`config.mk`:
```
export PLATFORM = sky130hd
export DESIGN_NAME = ipi_mbox
export DESIGN_NICKNAME = d
export VERILOG_FILES = /design/src/rtl/ipi_mbox_pkg.sv /design/src/rtl/ipi_mbox_decode.sv /design/src/rtl/ipi_mbox_slot.sv /design/src/rtl/ipi_mbox.sv
export SDC_FILE = /design/constraint.sdc
export NUM_CORES = 1
export LEC_CHECK = 0
export ABC_AREA = 1
export BUFFER_PORTS_ARGS = -buffer_cell sky130_fd_sc_hd__buf_2
export CORE_UTILIZATION = 55
export CTS_CLUSTER_DIAMETER = 60
export DETAILED_ROUTE_END_ITERATION = 8
export PLACE_DENSITY = 0.79
export SLEW_MARGIN = 20
export SYNTH_ARGS = -nofsm -noshare
export SYNTH_HDL_FRONTEND = slang
export SYNTH_HIERARCHICAL = 1
export SYNTH_SLANG_ARGS = --single-unit
```
`constraint.sdc`:
```
create_clock -name clk -period 2.5 [get_ports clk]
set_input_delay 0.25 -clock clk [delete_from_list [all_inputs] [get_ports clk]]
set_output_delay 0.25 -clock clk [all_outputs]
set_load 0.02 [all_outputs]
```
`src/rtl/ipi_mbox_pkg.sv`:
```
package ipi_mbox_pkg;
  localparam int WORD_W   = 32;
  localparam int IDX_W    = 14;
  localparam int PAY_W    = 16;
  localparam int BIT_REL  = 31;
  localparam int BIT_SEND = 30;
  localparam int MAX_CORES = 4;

  // status image of a freshly delivered message
  function automatic logic [WORD_W-1:0] mk_status(input logic [IDX_W-1:0] src,
                                                  input logic [PAY_W-1:0] pay);
    mk_status = {1'b0, 1'b1, src, pay};
  endfunction

  function automatic logic [IDX_W-1:0] dest_of(input logic [WORD_W-1:0] w);
    dest_of = w[29:16];
  endfunction
endpackage

```
`src/rtl/ipi_mbox_decode.sv`:
```
module ipi_mbox_decode
  import ipi_mbox_pkg::*;
#(
  parameter int NUM_CORES = 1,
  parameter int ADDR_W    = 8
) (
  input  logic              sel,
  input  logic              we,
  input  logic [ADDR_W-1:0] addr,
  input  logic [WORD_W-1:0] wdata,
  output logic [IDX_W-1:0]  slot_idx,
  output logic [IDX_W-1:0]  dst_idx,
  output logic              is_status,
  output logic              rd_ok,
  output logic              wr_ok
);
  logic [31:0] slot_full;
  logic        slot_ok, dst_ok, send_req;
  logic        unused_lsb;

  assign unused_lsb = ^addr[1:0];
  assign slot_full  = 32'(addr >> 3);
  assign slot_ok    = slot_full < 32'(NUM_CORES);
  assign slot_idx   = slot_full[IDX_W-1:0];
  assign dst_idx    = dest_of(wdata);
  assign dst_ok     = 32'(dst_idx) < 32'(NUM_CORES);
  assign send_req   = wdata[BIT_SEND];
  assign is_status  = addr[2];
  assign rd_ok      = sel && !we && slot_ok;
  assign wr_ok      = sel && we && slot_ok && !is_status && !(send_req && !dst_ok);
endmodule

```
`src/rtl/ipi_mbox_slot.sv`:
```
module ipi_mbox_slot
  import ipi_mbox_pkg::*;
(
  input  logic              clk,
  input  logic              rst_n,
  input  logic              ctrl_wr,
  input  logic              gen_hit,
  input  logic              rel_hit,
  input  logic [WORD_W-1:0] wdata,
  input  logic [IDX_W-1:0]  src_idx,
  output logic [WORD_W-1:0] ctrl_q,
  output logic [WORD_W-1:0] status_q,
  output logic              irq
);
  logic [WORD_W-1:0] status_d;

  always_comb begin
    status_d = status_q;
    if (gen_hit) status_d = mk_status(src_idx, wdata[PAY_W-1:0]);
    if (rel_hit) status_d[BIT_SEND] = 1'b0;   // release applied after send
  end

  always_ff @(posedge clk) begin
    if (!rst_n) begin
      ctrl_q   <= '0;
      status_q <= '0;
    end else begin
      if (ctrl_wr) ctrl_q <= wdata;
      status_q <= status_d;
    end
  end

  assign irq = status_q[BIT_SEND];

  // control word holds what was written
  p_ctrl_store_r2: assert property (@(posedge clk) disable iff (!rst_n)
    ctrl_wr |=> ctrl_q == $past(wdata));
  // delivered message carries the payload and raises pending
  p_deliver_r3: assert property (@(posedge clk) disable iff (!rst_n)
    gen_hit && !rel_hit |=> irq && status_q[15:0] == $past(wdata[15:0]));
  // no event, no change
  p_hold_r4: assert property (@(posedge clk) disable iff (!rst_n)
    !gen_hit && !rel_hit |=> $stable(status_q));
  // release always ends low, fields untouched unless a send coincided
  p_release_r5: assert property (@(posedge clk) disable iff (!rst_n)
    rel_hit |=> !irq);
  p_keep_fields_r5: assert property (@(posedge clk) disable iff (!rst_n)
    rel_hit && !gen_hit |=> status_q[29:0] == $past(status_q[29:0]));
endmodule

```
`src/rtl/ipi_mbox.sv`:
```
module ipi_mbox
  import ipi_mbox_pkg::*;
#(
  parameter int NUM_CORES = 1,
  parameter int ADDR_W    = 8
) (
  input  logic                 clk,
  input  logic                 rst_n,
  input  logic                 bus_sel,
  input  logic                 bus_we,
  input  logic [ADDR_W-1:0]    bus_addr,
  input  logic [31:0]          bus_wdata,
  output logic [31:0]          bus_rdata,
  output logic [NUM_CORES-1:0] core_irq
);
  logic [IDX_W-1:0]  slot_idx, dst_idx;
  logic              is_status, rd_ok, wr_ok;
  logic [WORD_W-1:0] ctrl_w [NUM_CORES];
  logic [WORD_W-1:0] stat_w [NUM_CORES];
  logic [NUM_CORES-1:0] ctrl_wr_v, gen_v, rel_v;

  ipi_mbox_decode #(.NUM_CORES(NUM_CORES), .ADDR_W(ADDR_W)) u_dec (
    .sel(bus_sel), .we(bus_we), .addr(bus_addr), .wdata(bus_wdata),
    .slot_idx(slot_idx), .dst_idx(dst_idx), .is_status(is_status),
    .rd_ok(rd_ok), .wr_ok(wr_ok)
  );

  for (genvar g = 0; g < NUM_CORES; g++) begin : g_slot
    assign ctrl_wr_v[g] = wr_ok && slot_idx == IDX_W'(g);
    assign rel_v[g]     = ctrl_wr_v[g] && bus_wdata[BIT_REL];
    assign gen_v[g]     = wr_ok && bus_wdata[BIT_SEND] && dst_idx == IDX_W'(g);

    ipi_mbox_slot u_slot (
      .clk(clk), .rst_n(rst_n),
      .ctrl_wr(ctrl_wr_v[g]), .gen_hit(gen_v[g]), .rel_hit(rel_v[g]),
      .wdata(bus_wdata), .src_idx(slot_idx),
      .ctrl_q(ctrl_w[g]), .status_q(stat_w[g]), .irq(core_irq[g])
    );
  end

  always_comb begin
    bus_rdata = '0;
    for (int i = 0; i < NUM_CORES; i++)
      if (rd_ok && slot_idx == IDX_W'(i))
        bus_rdata = is_status ? stat_w[i] : ctrl_w[i];
  end

  // reset leaves every line low
  p_reset_quiet_r1: assert property (@(posedge clk)
    !rst_n |=> core_irq == '0);
  // status-word writes touch nothing
  p_status_wr_ignored_r6: assert property (@(posedge clk) disable iff (!rst_n)
    bus_sel && bus_we && is_status |=> $stable(core_irq));
  // rejected writes leave lines alone
  p_reject_r8: assert property (@(posedge clk) disable iff (!rst_n)
    bus_sel && bus_we && !wr_ok |=> $stable(core_irq));
  // at most one destination per write
  p_one_dest_r3: assert property (@(posedge clk) disable iff (!rst_n)
    $onehot0(gen_v));
endmodule

```
After elaboration in Yosys (flattened, before gate mapping)
Cells that the tools add are included.
Operators by class
  order comparisons: 2
  muxes and demuxes: 2
  bitwise logic cells: 1
  reduce and logical (&&, ||, !) cells: 19
Operators with widths (count)
  two-way mux 32 bit: 2
  logical NOT 14 bit: 2
  less-than comparator 14 x 1 -> 1 bit, second input constant: 1
  logical AND 1 bit: 12
  less-than comparator 5 x 1 -> 1 bit, second input constant: 1
  logical NOT 1 bit: 4
  OR reduction 2 bit: 1
  inverter 1 bit: 1
Storage, ports and cells
  flip-flop bits (word level): 54
  bits of input ports: 44
  output and inout bits: 33
  logic and storage cells: 27

Longest topological paths before layout
Gate-level depths: netlist of the first run.
  depth in word-level cells: 8
  depth in mapped cells: 14
  depth with buffers taken out: 12

Modules after synthesis
The synthesis of the first run kept the hierarchy.
By module, submodules not included
  ipi_mbox_slot: instances 1, cells an instance 385, area an instance 2702.6 sq um, sequential area each 1261.2 sq um
  ipi_mbox: instances 1, cells an instance 99, area an instance 626.9 sq um, sequential area each 0.0 sq um
  ipi_mbox_decode: instances 1, cells an instance 53, area an instance 319.1 sq um, sequential area each 0.0 sq um

Worst setup path after synthesis of the first run
Ideal clock, no wire load.
  kind: input to register
  from: in bus_wdata[17]
  to: reg g_slot[0].u_slot.status_q[10]
  setup time: 113 ps
  arrival time: 1466 ps
  data required time: 2387 ps
  setup slack: 921 ps
  stages: 13
  buffers on the path: 2
  path through: or2_1 > nor2_1 > nand2_1 > a21oi_2 > nand2_1 > nor3_1 > nand3_1 > nor2_1 > buf_6 > buf_6 > nand2_1 > nand2_1 > nor2_1
On the way
  cells in the longest elaborated chain, start to end: 7
  elaborated cells on any way between the ends: 8
  classes of those cells: 1 x order compare; 7 x reduce/logical
RTL lines
  start: declaration: line ipi_mbox.sv:12  | input logic [31:0] bus_wdata,
  less-than comparator 14 x 1 -> 1 bit: line ipi_mbox_decode.sv:26  | assign dst_ok = 32'(dst_idx) < 32'(NUM_CORES);
  logical NOT 1 bit: line ipi_mbox_decode.sv:30  | assign wr_ok = sel && we && slot_ok && !is_status && !(send_req && !dst_ok);
  logical AND 1 bit: line ipi_mbox_decode.sv:30
  logical NOT 1 bit: line ipi_mbox_decode.sv:30
  logical AND 1 bit: line ipi_mbox_decode.sv:30
  named net wr_ok: line ipi_mbox.sv:17  | logic is_status, rd_ok, wr_ok;
  logical AND 1 bit (2 in a row): line ipi_mbox.sv:31  | assign gen_v[g] = wr_ok && bus_wdata[BIT_SEND] && dst_idx == IDX_W'(g);
  named net gen_v: line ipi_mbox.sv:20  | logic [NUM_CORES-1:0] ctrl_wr_v, gen_v, rel_v;
  end signal: assignment: line ipi_mbox_slot.sv:29  | status_q <= status_d;
  end: declaration: line ipi_mbox_slot.sv:12  | output logic [WORD_W-1:0] status_q,
The timed path passes the listed nets, and every way through them passes these cells.
A chain may end at the register's enable or synchronous reset.

Final worst setup path of the first run
  from: in bus_addr[3]
  to: out bus_rdata[21]
On the way
  cells in the longest elaborated chain, start to end: 4
  elaborated cells on any way between the ends: 5
  classes of those cells: 1 x order compare; 1 x mux; 3 x reduce/logical
RTL lines
  start: declaration: line ipi_mbox.sv:11  | input logic [ADDR_W-1:0] bus_addr,
  less-than comparator 5 x 1 -> 1 bit: line ipi_mbox_decode.sv:23  | assign slot_ok = slot_full < 32'(NUM_CORES);
  logical AND 1 bit: line ipi_mbox_decode.sv:29  | assign rd_ok = sel && !we && slot_ok;
  named net rd_ok: line ipi_mbox.sv:17
  logical AND 1 bit: line ipi_mbox.sv:44  | if (rd_ok && slot_idx == IDX_W'(i))
  two-way mux 32 bit: line ipi_mbox.sv:44
  end: declaration: line ipi_mbox.sv:13  | output logic [31:0] bus_rdata,
The timed path passes the listed nets, and every way through them passes these cells.

==> out/metrics.csv, run 1 <==
metric;value;unit
status;completed;
setup repair bufs after CTS;0;
fraction of layout instances using a drive strength above 1;21.31;%
Layout Cells excl Fill;659;
register area share after synthesis;34.57;%
routed len/inst;10.58;um
# diodes;0;
period utilisation layout;74.05;%
row cnt;29;
Final setup viols;0;
most frequent CP cell;nor2_1;
antenna violations before repair;0;
clock buffer depth;2;
CTS resizes;0;
All-Layer GR Usage;21.24;%
WHS;0.2071;ns
Synth Cell Area;3648;um^2
cell count after synthesis;537;
gpl congestion;0.8025;
setup TNS;0;ns
Synth Area per Inst;6.794;um^2
CP Data Required Time;2.25;ns
skew final;0;ns
final slew viol count;0;
Leak;1.889;nW
largest net degree at the start of global routing;62;
RSZ-0062 raised after global routing;no;
Power Density;542.9;nW/um^2
min cycle time layout;1.851;ns
H-Tree Depth;3;
Vias;3024;
type of origin of the critical path;input pin;
CP max-delay cell;nand3_4;
Top-Level Pins;77;
first-pass GRT wire length;11.81;mm
die height;83.45;um
post-route cell area;3896;um^2
Antenna Nets Post-Route;0;
DRT Pass-1 Iters;4;
Worst Max-Slew Pin Slew;0.5632;ns
Worst-Skew Late Latency;0.33;ns
Register Area;1261;um^2
area occupied by multi-input gates;1698;um^2
Num CTS Buffers;9;
placed insts;643;
synthesis-stage register bit count;63;
Area Growth Syn to Fin;6.790;%
GRT overflow;0;
pre-CTS setup slack;0.4689;ns
number of global-route vias before repair;2765;
# port buffers;74;
f_max;540.2;MHz
commonest non-fill, non-tap cell in the layout;nor2_1;
drt total wl;6.974;mm
post-DP HPWL;4.699;mm
CTS Sinks;63;
Final Hold Viols;0;
area of placed instances;3675;um^2
largest fanout on the critical path;32;
CP peak stage delay;0.35;ns
Nets;621;
Die ar.;6963;um^2
clk slew on worst S/H paths;0.07;ns
CP Class;input pin to output pin;
Final Power;2.115;mW
Core Region;6386;um^2
Slew headroom;62.45;%
FILL cells;583;
1st-iter DRT viols;102;
post-route DRC violation count;0;
Util after Layout;61.01;%
Syn. warnings;6;
Worst setup EP type;output pin;
vias per cell;4.589;
slack of the critical path;0.6487;ns
Worst VDD drop;0.4196;mV
Die Wd;83.45;um
worst path cell trace;buf_2 -> nor2_1 -> nand3_1 -> nor2_1 -> nand3_4 -> nor2_1 -> buf_2;
most frequent cells in the layout;nor2_1, nand2_1, buf_2;
Initial Utilization;57.13;%
cts hold-fix bufs;0;
worst hold path type;input pin to flip-flop;
Max-Cap Viols;0;
CTS tree;built;
arrival time at the worst endpoint;1.60;ns
Synth cell types;19;
Root Driver;clkbuf_8;
[power breakdown]
part           internal [mW]  switching (mW)
Clock                  0.562           0.405
Combinational         0.0604          0.0854
Sequential              1.00     0.000000127
Total                   1.63           0.490
[worst max-delay path, delay by kind of cell]
kind	cells	cell delay, ns
AND/OR/NAND/NOR	5	1.02
buffers and inverters	2	0.32
[final cells by class]
cell class	count	share of cell area [%]
sequential	63	32.37
timing repair buffer	80	10.98
multi-input combinational	372	43.58
tap	77	2.473
clock buffer	9	3.179
inverter	51	4.913
clock inverter	7	2.505
[flip-flops by register name, indices dropped and copies added, names as in the netlist]
name	flops
g_slot.u_slot/ctrl_q	32
g_slot.u_slot/status_q	31
[cell families (layout without fill, tap and decap cells)]
family / Yosys count / count (layout) / share of synthesized area, %
and+or+nand+nor: 329 / 329 / 36.28
muxes: 32 / 32 / 8.779
buffers and inverters: 110 / 147 / 19.92
other: 2 / 10 / 0.2058
DFF: 63 / 63 / 34.57
AOI/OAI and AO/OA: 1 / 1 / 0.2401
[cell usage after synthesis]
library cell / number / area [um^2]
nor2_1: 163 / 611.8
nand3_4: 1 / 17.52
buf_2: 4 / 20.02
a21oi_2: 1 / 8.760
buf_12: 1 / 20.02
nor2_2: 24 / 150.1
nor3_1: 1 / 5.000
inv_1: 51 / 191.4
nand2_1: 133 / 499.2
buf_6: 9 / 101.4
nand3_1: 3 / 15.01
clkbuf_8: 3 / 41.29
mux2i_1: 32 / 320.3
conb_1: 2 / 7.510
nand4_1: 2 / 12.51
buf_4: 37 / 277.8
dfxtp_1: 63 / 1261
or2_1: 2 / 12.51
buf_8: 5 / 75.07
[path summary, 6_finish.rpt]
path | to | depth (start not counted) | start | slack [ns]
max | bus_rdata[21] | 7 | bus_addr[3] | 0.65
max reg2reg | g_slot[0].u_slot/status_q[30] | 2 | g_slot[0].u_slot/status_q[30] | 1.91
min | g_slot[0].u_slot/ctrl_q[8] | 5 | bus_wdata[8] | 0.21
min reg2reg | g_slot[0].u_slot/status_q[13] | 2 | g_slot[0].u_slot/status_q[13] | 0.47
[routing by layer]
| layer | vias up | wire length [um] | global-route usage, % |
|---|---|---|---|
| met3 | 7 | 356 | 6.958 |
| met2 | 61 | 3422 | 37.85 |
| met5 | - | 0 | 0 |
| met1 | 1335 | 3118 | 24.22 |
| met4 | 0 | 76 | 6.009 |
| li1 | 1621 | - | - |
Power figures use the tool's default switching activity.
==> inputs of run 2 (changes only) <==
CORE_UTILIZATION = 50   (was 55)
PLACE_DENSITY = 0.76   (was 0.79)
clock period = 1.55 ns   (was 2.5 ns; I/O delays follow)
==> run 2 against run 1 <==
- routed wire length rose by 6.5%
- critical path depth rose by 2
- final area rose by 9.6%
- sequential power rose by 62%
- die area rose by 9.8%
- final cell count rose by 6.7%
- largest cell class unchanged
==> out/metrics.csv, run 2 (synthesis gave the netlist of run 1 again) <==
metric;value;unit
status;completed;
Worst-Skew Late Latency;0.34;ns
post-route cell area;4272;um^2
R2R cell count;2;
min cycle time layout;1.482;ns
CP Data Required Time;1.39;ns
type of origin of the critical path;input pin;
Num CTS Buffers;9;
CTS Sinks;63;
skew final;0;ns
antenna violations before repair;0;
post-route DRC violation count;0;
vias per cell;4.462;
first-pass GRT wire length;12.10;mm
Top-Level Pins;77;
worst hold path type;input pin to flip-flop;
hold path startpoint;bus_wdata[10];
clk slew on worst S/H paths;0.07;ns
Worst Max-Slew Pin Slew;0.5649;ns
Util after Layout;61.85;%
final slew viol count;0;
commonest non-fill, non-tap cell in the layout;nor2_1;
Max-Cap Viols;0;
CTS tree;built;
Antenna Nets Post-Route;0;
Vias;3137;
Worst R2R Start;g_slot[0].u_slot/ctrl_q[7];
f_max;674.7;MHz
post-DP HPWL;5.070;mm
Final setup viols;0;
row cnt;30;
setup TNS;0;ns
most frequent cells in the layout;nor2_1, nand2_1, dfxtp_1;
met2 routed WL;3.617;mm
All-Layer GR Usage;20.51;%
Core Region;6907;um^2
Die ar.;7642;um^2
CP Class;input pin to output pin;
routed len/inst;10.56;um
Setup crit start;bus_addr[7];
H-Tree Depth;3;
Die Wd;87.42;um
DRT Pass-1 Iters;4;
flop2flop setup slack;0.95;ns
Initial Utilization;52.83;%
Worst setup EP type;output pin;
setup repair bufs after CTS;0;
FILL cells;636;
period utilisation layout;95.62;%
Largest Register;g_slot.u_slot/ctrl_q;
drt total wl;7.427;mm
GRT overflow;0;
pre-CTS setup slack;-0.2399;ns
Nets;646;
Area Growth Syn to Fin;17.08;%
Leak;2.032;nW
gpl congestion;0.7964;
Worst VDD drop;0.8741;mV
hold-critical path depth;5;
fraction of layout instances using a drive strength above 1;26.69;%
Final Hold Viols;0;
# port buffers;74;
die height;87.42;um
area of placed instances;3961;um^2
clock buffer depth;2;
RSZ-0062 raised after global routing;yes;
Power Density;812.4;nW/um^2
arrival time at the worst endpoint;1.33;ns
Root Driver;clkbuf_8;
largest registers;g_slot.u_slot/ctrl_q: 32 flops, g_slot.u_slot/status_q: 31 flops;
slack of the critical path;0.06796;ns
Largest register FFs;32;
1st-iter DRT viols;131;
largest net degree at the start of global routing;64;
# diodes;0;
M1 WL;3.409;mm
Slew headroom;62.34;%
number of global-route vias before repair;2840;
largest fanout on the critical path;15;
met3 wire len;309;um
top routing layer in use;met4;
run 2: layout make-up:
cell class / instances / area (um^2) / area share (%)
clock buffer: 9 / 123.9 / 2.900
clock inverter: 7 / 97.59 / 2.285
inverter: 51 / 191.4 / 4.482
multi-input combinational: 372 / 1733 / 40.57
sequential: 63 / 1261 / 29.53
tap: 96 / 120.1 / 2.812
timing repair buffer: 105 / 744.5 / 17.43
run 2: final timing paths:
kind	endpoint
worst max-delay path	bus_rdata[29]
worst min-delay path	g_slot[0].u_slot/ctrl_q[10]
worst max register to register	g_slot[0].u_slot/ctrl_q[7]
worst min register to register	g_slot[0].u_slot/status_q[19]
run 2: power by group:
| part | internal (mW) | total, mW | switching [mW] |
|---|---|---|---|
| clock network | 0.906 | 1.58 | 0.669 |
| registers | 1.62 | 1.62 | 0.000000213 |
| logic | 0.129 | 0.277 | 0.148 |
| total | 2.65 | 3.47 | 0.817 |
run 2: worst max-delay path, cell delays in order:
cell and delay, ns:
buf_2 0.12, nor2_2 0.12, buf_4 0.11, nand3_1 0.08, nor2_2 0.17, nand3_4 0.10
buf_12 0.17, nor2_1 0.13, buf_4 0.17
run 2: through the flow:
step / power [mW] / hold slack [ns] / cells
4_1_cts: 3.504 / 0.09514 / 703
2_1_floorplan: 1.872 / 0.3432 / 545
6_report: 3.470 / 0.1107 / 703
3_3_place_gp: 1.926 / 0.4524 / 687
5_1_grt: 3.606 / 0.1186 / 703
3_5_place_dp: 1.929 / 0.4625 / 687
run 2: routing by layer:
metal | up-vias | track usage, %
li1 | 1670 | -
met1 | 1394 | 24.18
met2 | 63 | 35.87
met3 | 10 | 6.161
met4 | 0 | 5.812
met5 | - | 0
run 2: what timing repair did:
action	in CTS	in global routing
pin swaps	0	1
hold endpoints to repair	0	0
gates resized for setup	1	32
setup endpoints to repair	4	32
hold buffers	0	0
==> inputs of run 3 (changes only) <==
CORE_UTILIZATION = 40   (was 50)
PLACE_DENSITY = 0.63   (was 0.76)
==> run 3 against run 2 <==
- clock power fell by 4%
- critical path depth unchanged
- clock skew is the same
- combinational power increased by 2%
- sequential power about the same
- via count increased by 0.99%
- flip-flop and latch count unchanged
- maximum frequency up 0.19%
- hold slack improved by 0.011 ns
- clock-buffer cell count is 1 higher
- first-iteration DRC count up 5.3%
==> out/metrics.csv, run 3 (synthesis gave the netlist of run 1 again) <==
metric;value;unit
Worst-Skew Late Latency;0.33;ns
Leak;2.061;nW
R2R cell count;2;
# port buffers;74;
first-pass GRT wire length;12.90;mm
GRT overflow;0;
Nets;650;
post-route DRC violation count;0;
All-Layer GR Usage;16.85;%
Top-Level Pins;77;
Sw Pwr;776.8;uW
logic gate share of total power;8.3;%
arrival time at the worst endpoint;1.32;ns
final slew viol count;0;
WHS;0.1214;ns
1st-iter DRT viols;138;
fraction of layout instances using a drive strength above 1;26.68;%
drt total wl;7.960;mm
RSZ-0062 raised after global routing;yes;
# diodes;0;
Power Density;795.6;nW/um^2
Area Growth Syn to Fin;18.00;%
Final Power;3.426;mW
CTS tree;built;
FILL cells;905;
gpl congestion;0.7895;
post-route cell area;4305;um^2
CP Data Required Time;1.39;ns
most frequent cells in the layout;nor2_1, nand2_1, buf_2;
worst hold path type;input pin to flip-flop;
largest net degree at the start of global routing;64;
Largest Register;g_slot.u_slot/ctrl_q;
Cell Int Power;2.649;mW
placed insts;700;
f_max;676.0;MHz
pre-CTS setup slack;-0.2584;ns
Final Hold Viols;0;
skew final;0;ns
DRT Pass-1 Iters;4;
commonest non-fill, non-tap cell in the layout;nor2_1;
period utilisation layout;95.44;%
vias per cell;4.406;
Antenna Nets Post-Route;0;
Die ar.;9507;um^2
largest registers;g_slot.u_slot/ctrl_q: 32 flops, g_slot.u_slot/status_q: 31 flops;
Layout Cells excl Fill;719;
Largest register FFs;32;
Worst Max-Slew Pin Slew;0.5628;ns
number of global-route vias before repair;2952;
Vias;3168;
clock buffer depth;2;
die height;97.51;um
antenna violations before repair;0;
switch share;22.68;%
Core Region;8763;um^2
setup TNS;0;ns
Flop pwr share;47.2;%
H-Tree Depth;3;
largest fanout on the critical path;11;
cts hold-fix bufs;0;
min cycle time layout;1.479;ns
clock network fraction of total power;44.5;%
Num CTS Buffers;9;
Max-Cap Viols;0;
Die Wd;97.51;um
Initial Utilization;41.63;%
Final setup viols;0;
slack of the critical path;0.07073;ns
Worst setup EP type;output pin;
post-DP HPWL;5.422;mm
hold-critical path depth;5;
clk slew on worst S/H paths;0.08;ns
Util after Layout;49.13;%
CP Class;input pin to output pin;
area of placed instances;3971;um^2
CTS Sinks;63;
Root Driver;clkbuf_8;
row cnt;34;
status;completed;
Worst VDD drop;0.5079;mV
type of origin of the critical path;input pin;
Slew headroom;62.48;%
routed len/inst;11.07;um
## run 3: changes by cell type in the layout (fill, tap and decap cells not counted), moves of 4 or more
cell / before / now
buf_4: 38 / 32
nor2_2: 36 / 32
nor2_1: 150 / 154
buf_2: 57 / 67
## run 3: path summary, 6_finish.rpt
check / to / slack (ns) / start
worst min register to register: g_slot[0].u_slot/ctrl_q[11] / 0.47 / g_slot[0].u_slot/ctrl_q[11]
worst min-delay path: g_slot[0].u_slot/ctrl_q[10] / 0.12 / bus_wdata[10]
worst max register to register: g_slot[0].u_slot/status_q[30] / 0.93 / g_slot[0].u_slot/status_q[30]
worst max-delay path: bus_rdata[17] / 0.07 / bus_addr[7]
## run 3: power groups by stage
stage,Sequential [mW],Combinational (mW),Clock (mW)
after CTS,1.62,0.280,1.57
after global placement,1.65,0.277,0
after floorplan,1.65,0.217,0
after global routing,1.62,0.320,1.65
final,1.62,0.283,1.52
after detailed placement,1.65,0.279,0
## run 3: per-layer routing
metal	track usage (%)	vias to the layer above	share of wire (%)
met5	0	-	0
met3	6.043	8	4.9
met4	4.072	0	0.67
met1	19.17	1402	45
met2	29.85	74	49
li1	-	1684	-
## run 3: what timing repair did
action / in CTS / in global routing
setup buffers: 0 / 1
gates resized for setup: 0 / 19
endpoints found under the setup margin: 0 / 59
endpoints found under the hold margin: 0 / 0
## run 3: final cells by class
cell class / instances / area, um^2 / area share, %
Inverter: 51 / 191.4 / 4.446
Sequential cell: 63 / 1261 / 29.29
Tap cell: 108 / 135.1 / 3.139
Timing Repair Buffer: 109 / 777.0 / 18.05
Multi-Input combinational cell: 372 / 1728 / 40.13
Clock buffer: 10 / 127.6 / 2.964
Clock inverter: 6 / 85.08 / 1.976
## run 3: critical path: stages
cell and delay, ns:
buf_2 0.12, nor2_2 0.12, buf_4 0.11, nand3_1 0.08
nor2_2 0.16, nand3_4 0.11, buf_6 0.16, nor2_1 0.11
buf_2 0.18
